**src/rtl/fsk_pkg.sv**
```systemverilog
package fsk_pkg;

  typedef enum logic [1:0] {
    MODE_PIN  = 2'b00,
    MODE_IDX  = 2'b01,
    MODE_SER  = 2'b10,
    MODE_FAST = 2'b11
  } fsk_mode_e;

  typedef struct packed {
    logic [2:0] idx;
    logic       prof;
    logic [1:0] en;
    logic [1:0] lvl;
    fsk_mode_e  mode;
  } fsk_ctrl_t;

  localparam int CTRL_W    = $bits(fsk_ctrl_t);
  localparam int A_CTRL    = 0;
  localparam int A_BASE    = 1;
  localparam int A_DEN     = 2;
  localparam int A_INT     = 3;
  localparam int A_FAST    = 4;
  localparam int N_PROF    = 2;

endpackage

```
**src/rtl/fsk_cfg_regs.sv**
```systemverilog
module fsk_cfg_regs
  import fsk_pkg::*;
#(
  parameter int DEV_W  = 16,
  parameter int NUM_W  = 24,
  parameter int INT_W  = 12,
  parameter int N_ENT  = 8,
  parameter int ADDR_W = 5
) (
  input  logic                                  clk_i,
  input  logic                                  rst_ni,
  input  logic                                  wr_en_i,
  input  logic [ADDR_W-1:0]                     wr_addr_i,
  input  logic [NUM_W-1:0]                      wr_data_i,
  output fsk_ctrl_t                             ctrl_o,
  output logic [NUM_W-1:0]                      base_num_o,
  output logic [NUM_W-1:0]                      den_o,
  output logic [INT_W-1:0]                      base_int_o,
  output logic [DEV_W-1:0]                      fast_o,
  output logic [N_PROF-1:0][N_ENT-1:0][DEV_W-1:0] tab_o
);

  localparam int TAB_BASE = N_ENT;

  always_ff @(posedge clk_i or negedge rst_ni) begin
    if (!rst_ni) begin
      ctrl_o     <= '0;
      base_num_o <= '0;
      den_o      <= '1;
      base_int_o <= '0;
      fast_o     <= '0;
    end else if (wr_en_i) begin
      case (int'(wr_addr_i))
        A_CTRL: ctrl_o     <= fsk_ctrl_t'(wr_data_i[CTRL_W-1:0]);
        A_BASE: base_num_o <= wr_data_i;
        A_DEN:  den_o      <= wr_data_i;
        A_INT:  base_int_o <= wr_data_i[INT_W-1:0];
        A_FAST: fast_o     <= wr_data_i[DEV_W-1:0];
        default: ;
      endcase
    end
  end

  for (genvar p = 0; p < N_PROF; p++) begin : g_prof
    for (genvar i = 0; i < N_ENT; i++) begin : g_ent
      localparam int ENT_ADDR = TAB_BASE * (p + 1) + i;
      always_ff @(posedge clk_i or negedge rst_ni) begin
        if (!rst_ni)
          tab_o[p][i] <= '0;
        else if (wr_en_i && int'(wr_addr_i) == ENT_ADDR)
          tab_o[p][i] <= wr_data_i[DEV_W-1:0];
      end
    end
  end

endmodule

```
**src/rtl/fsk_serial_rx.sv**
```systemverilog
module fsk_serial_rx #(
  parameter int DEV_W = 16
) (
  input  logic             clk_i,
  input  logic             rst_ni,
  input  logic             sdat_i,
  input  logic             sclk_i,
  input  logic             sfrm_i,
  output logic [DEV_W-1:0] word_o
);

  localparam int CNT_W = $clog2(DEV_W + 2);
  localparam logic [CNT_W-1:0] CNT_FULL = CNT_W'(DEV_W);
  localparam logic [CNT_W-1:0] CNT_OVER = CNT_W'(DEV_W + 1);

  logic             sclk_q, sfrm_q;
  logic [DEV_W-1:0] shreg;
  logic [CNT_W-1:0] cnt;
  logic             clk_rise, frm_rise;

  assign clk_rise = sclk_i & ~sclk_q;
  assign frm_rise = sfrm_i & ~sfrm_q;

  always_ff @(posedge clk_i or negedge rst_ni) begin
    if (!rst_ni) begin
      sclk_q <= 1'b0;
      sfrm_q <= 1'b0;
      shreg  <= '0;
      cnt    <= '0;
      word_o <= '0;
    end else begin
      sclk_q <= sclk_i;
      sfrm_q <= sfrm_i;
      if (frm_rise) begin
        if (cnt == CNT_FULL) word_o <= shreg;
        cnt <= '0;
      end else if (clk_rise) begin
        shreg <= {shreg[DEV_W-2:0], sdat_i};
        if (cnt != CNT_OVER) cnt <= cnt + 1'b1;  // saturate: over-long frame
      end
    end
  end

  p_cnt_bound_r7: assert property (@(posedge clk_i) disable iff (!rst_ni)
    cnt <= CNT_OVER);

  p_drop_bad_frame_r7: assert property (@(posedge clk_i) disable iff (!rst_ni)
    (frm_rise && cnt != CNT_FULL) |=> $stable(word_o));

  p_frame_restart_r6: assert property (@(posedge clk_i) disable iff (!rst_ni)
    frm_rise |=> cnt == '0);

endmodule

```
**src/rtl/fsk_num_add.sv**
```systemverilog
module fsk_num_add #(
  parameter int DEV_W = 16,
  parameter int NUM_W = 24,
  parameter int INT_W = 12
) (
  input  logic             clk_i,
  input  logic             rst_ni,
  input  logic [DEV_W-1:0] dev_i,
  input  logic [NUM_W-1:0] base_num_i,
  input  logic [NUM_W-1:0] den_i,
  input  logic [INT_W-1:0] base_int_i,
  output logic [NUM_W-1:0] num_o,
  output logic [INT_W-1:0] int_o,
  output logic             chg_o
);

  localparam int SW = NUM_W + 2;

  logic signed [SW-1:0] sum, den_s, wrap_up, wrap_dn;
  logic [NUM_W-1:0]     nxt_num;
  logic [INT_W-1:0]     nxt_int;

  always_comb begin
    den_s   = $signed({2'b00, den_i});
    sum     = $signed({2'b00, base_num_i})
            + $signed({{(SW-DEV_W){dev_i[DEV_W-1]}}, dev_i});
    wrap_up = sum + den_s;
    wrap_dn = sum - den_s;
    if (sum[SW-1]) begin
      nxt_num = wrap_up[NUM_W-1:0];
      nxt_int = base_int_i - 1'b1;
    end else if (sum >= den_s) begin
      nxt_num = wrap_dn[NUM_W-1:0];
      nxt_int = base_int_i + 1'b1;
    end else begin
      nxt_num = sum[NUM_W-1:0];
      nxt_int = base_int_i;
    end
  end

  always_ff @(posedge clk_i or negedge rst_ni) begin
    if (!rst_ni) begin
      num_o <= '0;
      int_o <= '0;
      chg_o <= 1'b0;
    end else begin
      num_o <= nxt_num;
      int_o <= nxt_int;
      chg_o <= (nxt_num != num_o) || (nxt_int != int_o);
    end
  end

  p_int_step_r9: assert property (@(posedge clk_i) disable iff (!rst_ni)
    (int_o == $past(base_int_i)) || (int_o == INT_W'($past(base_int_i) + 1'b1))
    || (int_o == INT_W'($past(base_int_i) - 1'b1)));

  p_quiet_r10: assert property (@(posedge clk_i) disable iff (!rst_ni)
    !chg_o |-> ($stable(num_o) && $stable(int_o)));

endmodule

```
**src/rtl/fsk_num_mod.sv**
```systemverilog
module fsk_num_mod
  import fsk_pkg::*;
#(
  parameter int DEV_W  = 16,
  parameter int NUM_W  = 24,
  parameter int INT_W  = 12,
  parameter int N_ENT  = 8,
  parameter int ADDR_W = 5,
  parameter int SYM_W  = $clog2(N_ENT)
) (
  input  logic              clk_i,
  input  logic              rst_ni,
  input  logic              wr_en_i,
  input  logic [ADDR_W-1:0] wr_addr_i,
  input  logic [NUM_W-1:0]  wr_data_i,
  input  logic [SYM_W-1:0]  sym_i,
  input  logic              ser_dat_i,
  input  logic              ser_clk_i,
  input  logic              ser_frm_i,
  output logic [NUM_W-1:0]  num_o,
  output logic [INT_W-1:0]  int_o,
  output logic              chg_o
);

  fsk_ctrl_t                              ctrl;
  logic [NUM_W-1:0]                       base_num, den;
  logic [INT_W-1:0]                       base_int;
  logic [DEV_W-1:0]                       fast_w, ser_w, raw_dev, dev;
  logic [N_PROF-1:0][N_ENT-1:0][DEV_W-1:0] tab;
  logic [SYM_W:0]                         lvl_mask;
  logic [SYM_W-1:0]                       pin_idx;
  logic                                   en_act;

  fsk_cfg_regs #(
    .DEV_W(DEV_W), .NUM_W(NUM_W), .INT_W(INT_W), .N_ENT(N_ENT), .ADDR_W(ADDR_W)
  ) u_cfg (
    .clk_i, .rst_ni, .wr_en_i, .wr_addr_i, .wr_data_i,
    .ctrl_o(ctrl), .base_num_o(base_num), .den_o(den), .base_int_o(base_int),
    .fast_o(fast_w), .tab_o(tab)
  );

  fsk_serial_rx #(.DEV_W(DEV_W)) u_ser (
    .clk_i, .rst_ni, .sdat_i(ser_dat_i), .sclk_i(ser_clk_i), .sfrm_i(ser_frm_i),
    .word_o(ser_w)
  );

  always_comb begin
    lvl_mask = ((SYM_W+1)'(1) << ctrl.lvl) - 1'b1;
    pin_idx  = sym_i & lvl_mask[SYM_W-1:0];
    en_act   = ctrl.en[ctrl.prof];
    case (ctrl.mode)
      MODE_PIN:  raw_dev = tab[ctrl.prof][pin_idx];
      MODE_IDX:  raw_dev = tab[ctrl.prof][ctrl.idx];
      MODE_SER:  raw_dev = ser_w;
      default:   raw_dev = fast_w;
    endcase
    dev = en_act ? raw_dev : '0;
  end

  fsk_num_add #(.DEV_W(DEV_W), .NUM_W(NUM_W), .INT_W(INT_W)) u_add (
    .clk_i, .rst_ni, .dev_i(dev), .base_num_i(base_num), .den_i(den),
    .base_int_i(base_int), .num_o, .int_o, .chg_o
  );

  p_off_base_r8: assert property (@(posedge clk_i) disable iff (!rst_ni)
    (!en_act && base_num < den) |=> (num_o == $past(base_num) && int_o == $past(base_int)));

endmodule

```
**config.mk**
```make
export PLATFORM = sky130hd
export DESIGN_NAME = fsk_num_mod
export DESIGN_NICKNAME = d
export VERILOG_FILES = /design/src/rtl/fsk_pkg.sv /design/src/rtl/fsk_cfg_regs.sv /design/src/rtl/fsk_serial_rx.sv /design/src/rtl/fsk_num_add.sv /design/src/rtl/fsk_num_mod.sv
export SDC_FILE = /design/constraint.sdc
export NUM_CORES = 1
export LEC_CHECK = 0
export BUFFER_PORTS_ARGS = -buffer_cell sky130_fd_sc_hd__buf_4
export CAP_MARGIN = 20
export CORE_MARGIN = 3
export CORE_UTILIZATION = 49
export CTS_CLUSTER_DIAMETER = 60
export CTS_CLUSTER_SIZE = 14
export DETAILED_ROUTE_END_ITERATION = 8
export GPL_TIMING_DRIVEN = 0
export PLACE_DENSITY = 0.65
export SYNTH_ARGS = -nofsm -noshare
export SYNTH_HDL_FRONTEND = slang
export SYNTH_SLANG_ARGS = --single-unit
```
**constraint.sdc**
```tcl
create_clock -name clk_i -period 29.8 [get_ports clk_i]
set_clock_uncertainty 0.15 [all_clocks]
set_input_delay 5.96 -clock clk_i [delete_from_list [all_inputs] [get_ports clk_i]]
set_output_delay 5.96 -clock clk_i [all_outputs]
set_load 0.05 [all_outputs]
```
==> Word level (Yosys, flattened, before mapping) <==
Index checks and enable logic that the tools add are counted.
{ "word_totals": {"regBits": 418, "in_bits": 38, "output_inout_bits": 37, "elab_cells": 123} }
{ "classes": {"add_sub_neg": 7, "magnitude_cmp": 4, "n_eq_ne": 26, "shift": 1, "muxes": 17, "bitwise_logic": 6, "n_reduce_logical": 29} }
{ "op_table": {"columns": ["operator", "n"], "rows": [
  ["2-to-1 mux 128 bit", 2],
  ["binary-select mux 16 bit (select 3 bit)", 2],
  ["== test 5 bit (second input constant)", 17],
  ["2-to-1 mux 16 bit", 3],
  ["2-to-1 mux 24 bit", 2],
  ["one-hot mux 16 bit (3 select lines)", 1],
  ["adder 25 x 16 -> 26 bit", 1],
  ["greater-or-equal comparator 26 x 25 -> 1 bit", 1],
  ["adder 24 bit", 1],
  ["2-to-1 mux 12 bit", 2],
  ["inequality test 24 bit", 1],
  ["subtractor 24 bit", 1],
  ["logical AND 1 bit", 16],
  ["AND reduction 2 bit", 8],
  ["2-to-1 mux 5 bit", 3],
  ["adder 12 x 1 -> 12 bit (second input constant)", 1],
  ["inequality test 12 bit", 1],
  ["subtractor 12 x 1 -> 12 bit (second input constant)", 1],
  ["== test 5 x 2 -> 1 bit (second input constant)", 2],
  ["< comparator 3 x 4 -> 1 bit (second input constant)", 2],
  ["adder 5 x 1 -> 5 bit (second input constant)", 1],
  ["== test 5 x 1 -> 1 bit (second input constant)", 1],
  ["== test 5 x 3 -> 1 bit (second input constant)", 1],
  ["logical NOT 5 bit", 1],
  ["other kinds (13)", 18]
]} }

==> Depth between registers and ports, before layout <==
{ "depth": {"word_depth": 13, "mapped_depth": 41, "mapped_depth_nobuf": 34} }

==> Hierarchy <==
Synthesis repeated with hierarchy kept, for this count alone.
{ "hier_totals": {"hier_cells": 2147, "area_unflattened_um2": 25847.3} }
{ "modules_own_cells": {"columns": ["mod", "n_inst", "cells_each", "area_per_inst_um2", "seq_area_each_um2"], "rows": [
  ["fsk_cfg_regs", 1, 777, 13000.0, 8588.2],
  ["fsk_num_add", 1, 889, 6718.9, 925.9],
  ["fsk_num_mod", 1, 376, 4499.3, 0.0],
  ["fsk_serial_rx", 1, 105, 1629.1, 975.9]
]} }

==> Worst setup path after synthesis <==
OpenSTA, ideal clock, no wires.
{ "synth_timing": {"kind": "in2reg", "startpoint": "in sym_i[0]", "endpoint": "reg u_add.chg_o", "setup_ns": 0.141, "arrival_time_ns": 14.880, "required_time_ns": 29.509, "slack_ns": 14.629, "path_stages": 36, "n_path_buf": 4, "cell_sequence": "o21ai_4 > buf_1 > clkbuf_1 > mux4_2 > mux4_2 > mux4_2 > nor2b_1 > ha_1 > a211oi_1 > o21ai_0 > and3_1 > o21ai_0 > o21ai_0 > a21o_1 > a21oi_1 > o21ai_0 > a21o_1 > a21oi_1 > xnor2_1 > ha_1 > clkbuf_1 > a21oi_1 > o21a_1 > o21bai_1 > a221o_1 > nor2_1 > a211oi_2 > or2_1 > clkbuf_1 > a311o_1 > nor4_1 > nand4_1 > or4_1 > or4_1 > a2111oi_2 > nand4b_1"} }
{ "synth_between": {"elab_chain_cells": 11, "elab_cells_between_ends": 16, "classes_between": "add/sub (3); order compare (1); eq/ne (2); mux (8); bitwise (1); reduce/logical (1)"} }
{ "synth_rtl": {"columns": ["element", "line_no", "rtl"], "rows": [
  ["start, declared", "fsk_num_mod.sv:16", "input logic [SYM_W-1:0] sym_i,"],
  ["bitwise AND 3 bit (*)", "fsk_num_mod.sv:49", "pin_idx = sym_i & lvl_mask[SYM_W-1:0];"],
  ["binary-select mux 16 bit (select 3 bit) (*)", "fsk_num_mod.sv:52", "MODE_PIN: raw_dev = tab[ctrl.prof][pin_idx];"],
  ["2-to-1 mux 16 bit (not written as such) (*)", "fsk_num_mod.sv:52", null],
  ["one-hot mux 16 bit (3 select lines) (*)", "fsk_num_mod.sv:51", "case (ctrl.mode)"],
  ["2-to-1 mux 16 bit (*)", "fsk_num_mod.sv:57", "dev = en_act ? raw_dev : '0;"],
  ["adder 25 x 16 -> 26 bit (*)", "fsk_num_add.sv:26", "+ $signed({{(SW-DEV_W){dev_i[DEV_W-1]}}, dev_i});"],
  ["subtractor 24 bit or greater-or-equal comparator 26 x 25 -> 1 bit (tied branches)", "fsk_num_add.sv:28, fsk_num_add.sv:32", null],
  ["2-to-1 mux 24 bit or 2-to-1 mux 12 bit (tied branches)", "fsk_num_add.sv:32", "end else if (sum >= den_s) begin"],
  ["2-to-1 mux 24 bit or 2-to-1 mux 12 bit (tied branches)", "fsk_num_add.sv:29", "if (sum[SW-1]) begin"],
  ["inequality test 24 bit or inequality test 12 bit (tied branches)", "fsk_num_add.sv:49", "chg_o <= (nxt_num != num_o) || (nxt_int != int_o);"],
  ["logical OR 1 bit (*)", "fsk_num_add.sv:49", null],
  ["end signal, assigned", "fsk_num_add.sv:49", null],
  ["end, declared", "fsk_num_add.sv:14", "output logic chg_o"]
]} }
Mark *: on every way between the ends. The rest lies on a longest branch, timed or not. The select of a mux whose other input is x is not followed.
A chain may end at the register's enable or synchronous reset.

==> Worst setup path after layout <==
{ "layout_timing": {"startpoint": "in sym_i[0]", "endpoint": "reg u_add.chg_o"} }
{ "layout_between": {"elab_chain_cells": 11, "elab_cells_between_ends": 16, "classes_between": "add/sub (3); order compare (1); eq/ne (2); mux (8); bitwise (1); reduce/logical (1)"} }
{ "layout_rtl": {"columns": ["element", "line_no", "rtl"], "rows": [
  ["bitwise AND 3 bit (*)", "fsk_num_mod.sv:49", null],
  ["binary-select mux 16 bit (select 3 bit) (*)", "fsk_num_mod.sv:52", null],
  ["2-to-1 mux 16 bit (not written as such) (*)", "fsk_num_mod.sv:52", null],
  ["one-hot mux 16 bit (3 select lines) (*)", "fsk_num_mod.sv:51", null],
  ["2-to-1 mux 16 bit (*)", "fsk_num_mod.sv:57", null],
  ["adder 25 x 16 -> 26 bit (*)", "fsk_num_add.sv:26", null],
  ["subtractor 24 bit or greater-or-equal comparator 26 x 25 -> 1 bit (tied branches)", "fsk_num_add.sv:28, fsk_num_add.sv:32", null],
  ["2-to-1 mux 24 bit", "fsk_num_add.sv:32", null],
  ["2-to-1 mux 24 bit (*)", "fsk_num_add.sv:29", null],
  ["via u_add.nxt_num[7]", "fsk_num_add.sv:20", "logic [NUM_W-1:0] nxt_num;"],
  ["inequality test 24 bit (*)", "fsk_num_add.sv:49", null],
  ["logical OR 1 bit (*)", "fsk_num_add.sv:49", null]
]} }
Mark *: on every way through the listed nets, which the timed path passes. The rest lies on a longest branch. The select of a mux whose other input is x is not followed.

==> results.md <==
* Status: finished, final reports clean
* Largest net degree at the start of global routing at 125
* Vias in the first global route at ~19k
* Die Y-Extent at 233 um
* Fill count at between 4k and 5k
* Routed Antenna Nets at 0
* CP Class: in2reg
* Logic pwr share at 0.498
* Place WS at approximately 12 ns
* Iter 0 DRT Violations at 2043
* Drt pass-1 iters at 6
* FFs w/ async S/R, synth at 1.00
* Syn avg cell area at 12.4 um2
* Max VDD drop at a little under 0.05 mV
* CTS root buf: clkbuf_16
* Final-report setup violation count at 0
* RSZ-0062 raised after global routing: no
* Gr usage total at 0.293
* Routed vias at 18.6k
* Fin crit share at 0.593
* FF-to-FF path depth at 39
* Fin. Hold Viols at 0
* # IOs at 75
* Yosys Warn Count at 0
* Sw frac at 0.425
* DRT Wirelength at 78.5 mm
* Die ar. at 54300 um2
* Hold depth at 1
* Critical Path End Type: flop
* Delay of the slowest critical-path stage at ~0.86 ns
* Setup ws final at 12.12 ns
* Core area at 50500 um2
* Sw power at 1.14 mW
* Register share of total power at 0.300
* # nets final at 2291
* Initial antenna violation count at 1
* Setup TNS at 0 ns
* Slew headroom at 0.224
* Max Freq at 56.6 MHz
* Top-count cell post-synth: dfrtp_1
* Cells after Synth at between 2k and 2.5k
* Diodes inserted at 0
* Slowest CP cell: nor2_1
* Post-CTS Setup Repair Bufs at 0
* CP required at 30.09 ns
* Max cap viols at 0
* Die width at around 230 um
* Worst path arrival time at 17.97 ns
* Class of the worst hold path: reg2reg
* Sequential-to-total area share from yosys stat at 0.416
* Vias per cell at 6.48
* Post-route design area at 28300 um2
* # placed instances at 2792
* Global placement routability congestion at 0.913
* #FFs+latches synth at about 420
* DRC at 0
* Pwr/cell area at 94.6 nW/um2
* Placement row count at 82
* Post-detail-place hpwl at 57.5 mm
* Syn_nets at 2158
* Cell Area, Synth at 25200 um2
* Port Buffers at 66
* Number of flops mapped to enable cells by yosys at 0
* Worst-skew pair later-pin latency at slightly below 0.6 ns
* Commonest register cell after synthesis: dfrtp_1
* Clock Sink Count at 418
* Layout Area Growth over Synthesis at 12.1%
* Initial Util at 0.500
* Top cell type's share of synthesized area at 0.391
* Reg clk slew, reported paths at 0.07 ns
* Post-Place Cell Area at 26800 um2
* Final Critical Period at 17.68 ns
* Top area cells in the synthesized netlist: dfrtp_1, mux2_2, mux4_2, ha_1, dfstp_2
* Clock share of power at 0.202
* CTS resizes at 0
* DR WL/cell at roughly 27 um
* H-tree levels at 2
* Largest area contributor in the netlist: dfrtp_1
* Pins Over Slew Limit at 0
* Netlist cell types at between 80 and 90
* Clock Path Buffers at 3
* Grt total ovfl at 0
* Most frequent CP cell: o21ai_0
* Top cells by count, synth: dfrtp_1, mux2_2, mux4_2
* Startpoint Class: input port
* First-pass GRT wire length at approximately 120 mm
* Number of buffers created by CTS at 44
* CTS tree: built
* CTS Hold Buffers Added at 0
* Crit-path max FO at 10
* Leak at 12.2 nW
* Share of layout cells above drive strength 1 at 0.339
* Fin cells at 2870
* Slew @ Worst Pin at between 1 and 1.5 ns
* Internal power at 1.54 mW
==> state kept, by name, summed over array words and instances (netlist names) <==
| name | flops |
|---|---|
| u_cfg.den_o | 24 |
| u_ser.cnt | 5 |
| u_add.int_o | 12 |
| u_ser.sclk_q | 1 |
| u_cfg.base_int_o | 12 |
| u_cfg.fast_o | 16 |
| u_add.num_o | 24 |
| u_cfg.ctrl_o | 10 |
| u_ser.word_o | 16 |
| u_add.chg_o | 1 |
| u_ser.sfrm_q | 1 |
| u_cfg.base_num_o | 24 |
| u_ser.shreg | 16 |
| u_cfg.tab_o | 256 |
==> placed cells by master, fill, tap and decap left out, types with 61 or more instances in the layout <==
cell type,netlist,final
nor2_1,106,106
clkbuf_1,113,118
mux4_2,157,157
nand2_1,78,78
ha_1,77,77
inv_1,61,61
mux2_2,372,372
dfrtp_1,394,394
buf_4,2,68
a21oi_1,77,77
==> layer usage <==
layer	global-route usage	vias to the layer above	share of wire
met3	0.0533	154	0.069
met4	0.104	0	0.034
li1	-	7968	-
met1	0.384	9676	0.41
met5	0	-	0
met2	0.489	795	0.49
==> kinds of logic after synthesis <==
family / Yosys count / share of synthesized area
compound gates: 327 / 0.0899
xor+xnor: 78 / 0.0286
fa+ha+maj: 80 / 0.0405
buf+inv: 210 / 0.0331
flops: 418 / 0.416
mux: 555 / 0.319
simple gates: 372 / 0.0731
==> path summary, 6_finish.rpt <==
kind                                              from                          end  slack [ns]
max reg2reg                u_cfg.ctrl_o[6]$_DFFE_PN0P_        u_add.chg_o$_DFF_PN0_       15.33
min                        u_ser.word_o[4]$_DFFE_PN0P_  u_ser.word_o[4]$_DFFE_PN0P_        0.35
min reg2reg                u_ser.word_o[4]$_DFFE_PN0P_  u_ser.word_o[4]$_DFFE_PN0P_        0.35
max                                           sym_i[0]        u_add.chg_o$_DFF_PN0_       12.12
max in group asynchronous                       rst_ni  u_cfg.tab_o[94]$_DFFE_PN0P_       22.71
min in group asynchronous                       rst_ni     u_ser.cnt[0]$_DFFE_PN0P_        5.19
==> power by group through the flow <==
stage / Sequential (mW) / Clock [mW] / Combinational [mW]
after floorplan: 0.851 / 0 / 0.857
after global routing: 0.816 / 0.569 / 1.43
final: 0.802 / 0.542 / 1.33
after global placement: 0.799 / 0 / 1.29
after CTS: 0.799 / 0.549 / 1.32
after detailed placement: 0.809 / 0 / 1.31
==> worst max-delay path, delay by kind of cell <==
kind	cells	cell delay (ns)
simple gates	7	2.93
fa+ha+maj	2	0.55
xor+xnor	2	0.39
compound gates	18	4.67
buf+inv	5	1.80
mux	3	1.65
==> per-stage QoR <==
| step | util | hold WS, ns | total power, mW |
|---|---|---|---|
| after floorplan | - | 0.324 | 1.71 |
| after global placement | 0.527 | 0.332 | 2.09 |
| after detailed placement | 0.532 | 0.341 | 2.12 |
| after CTS | 0.559 | 0.356 | 2.67 |
| after global routing | 0.561 | 0.373 | 2.81 |
| final | 0.561 | 0.353 | 2.68 |
==> area by class of cell <==
cell class,count,area [um2],share of cell area
sequential,418,10500,0.371
multi-input combinational,1412,13900,0.492
clock buffer,52,1170,0.0414
tap,672,841,0.0297
inverter,62,233,0.00822
clock inverter,19,194,0.00685
buffer,148,602,0.0213
timing repair buffer,87,845,0.0298
No activity file was read; power rests on OpenSTA's default activity.
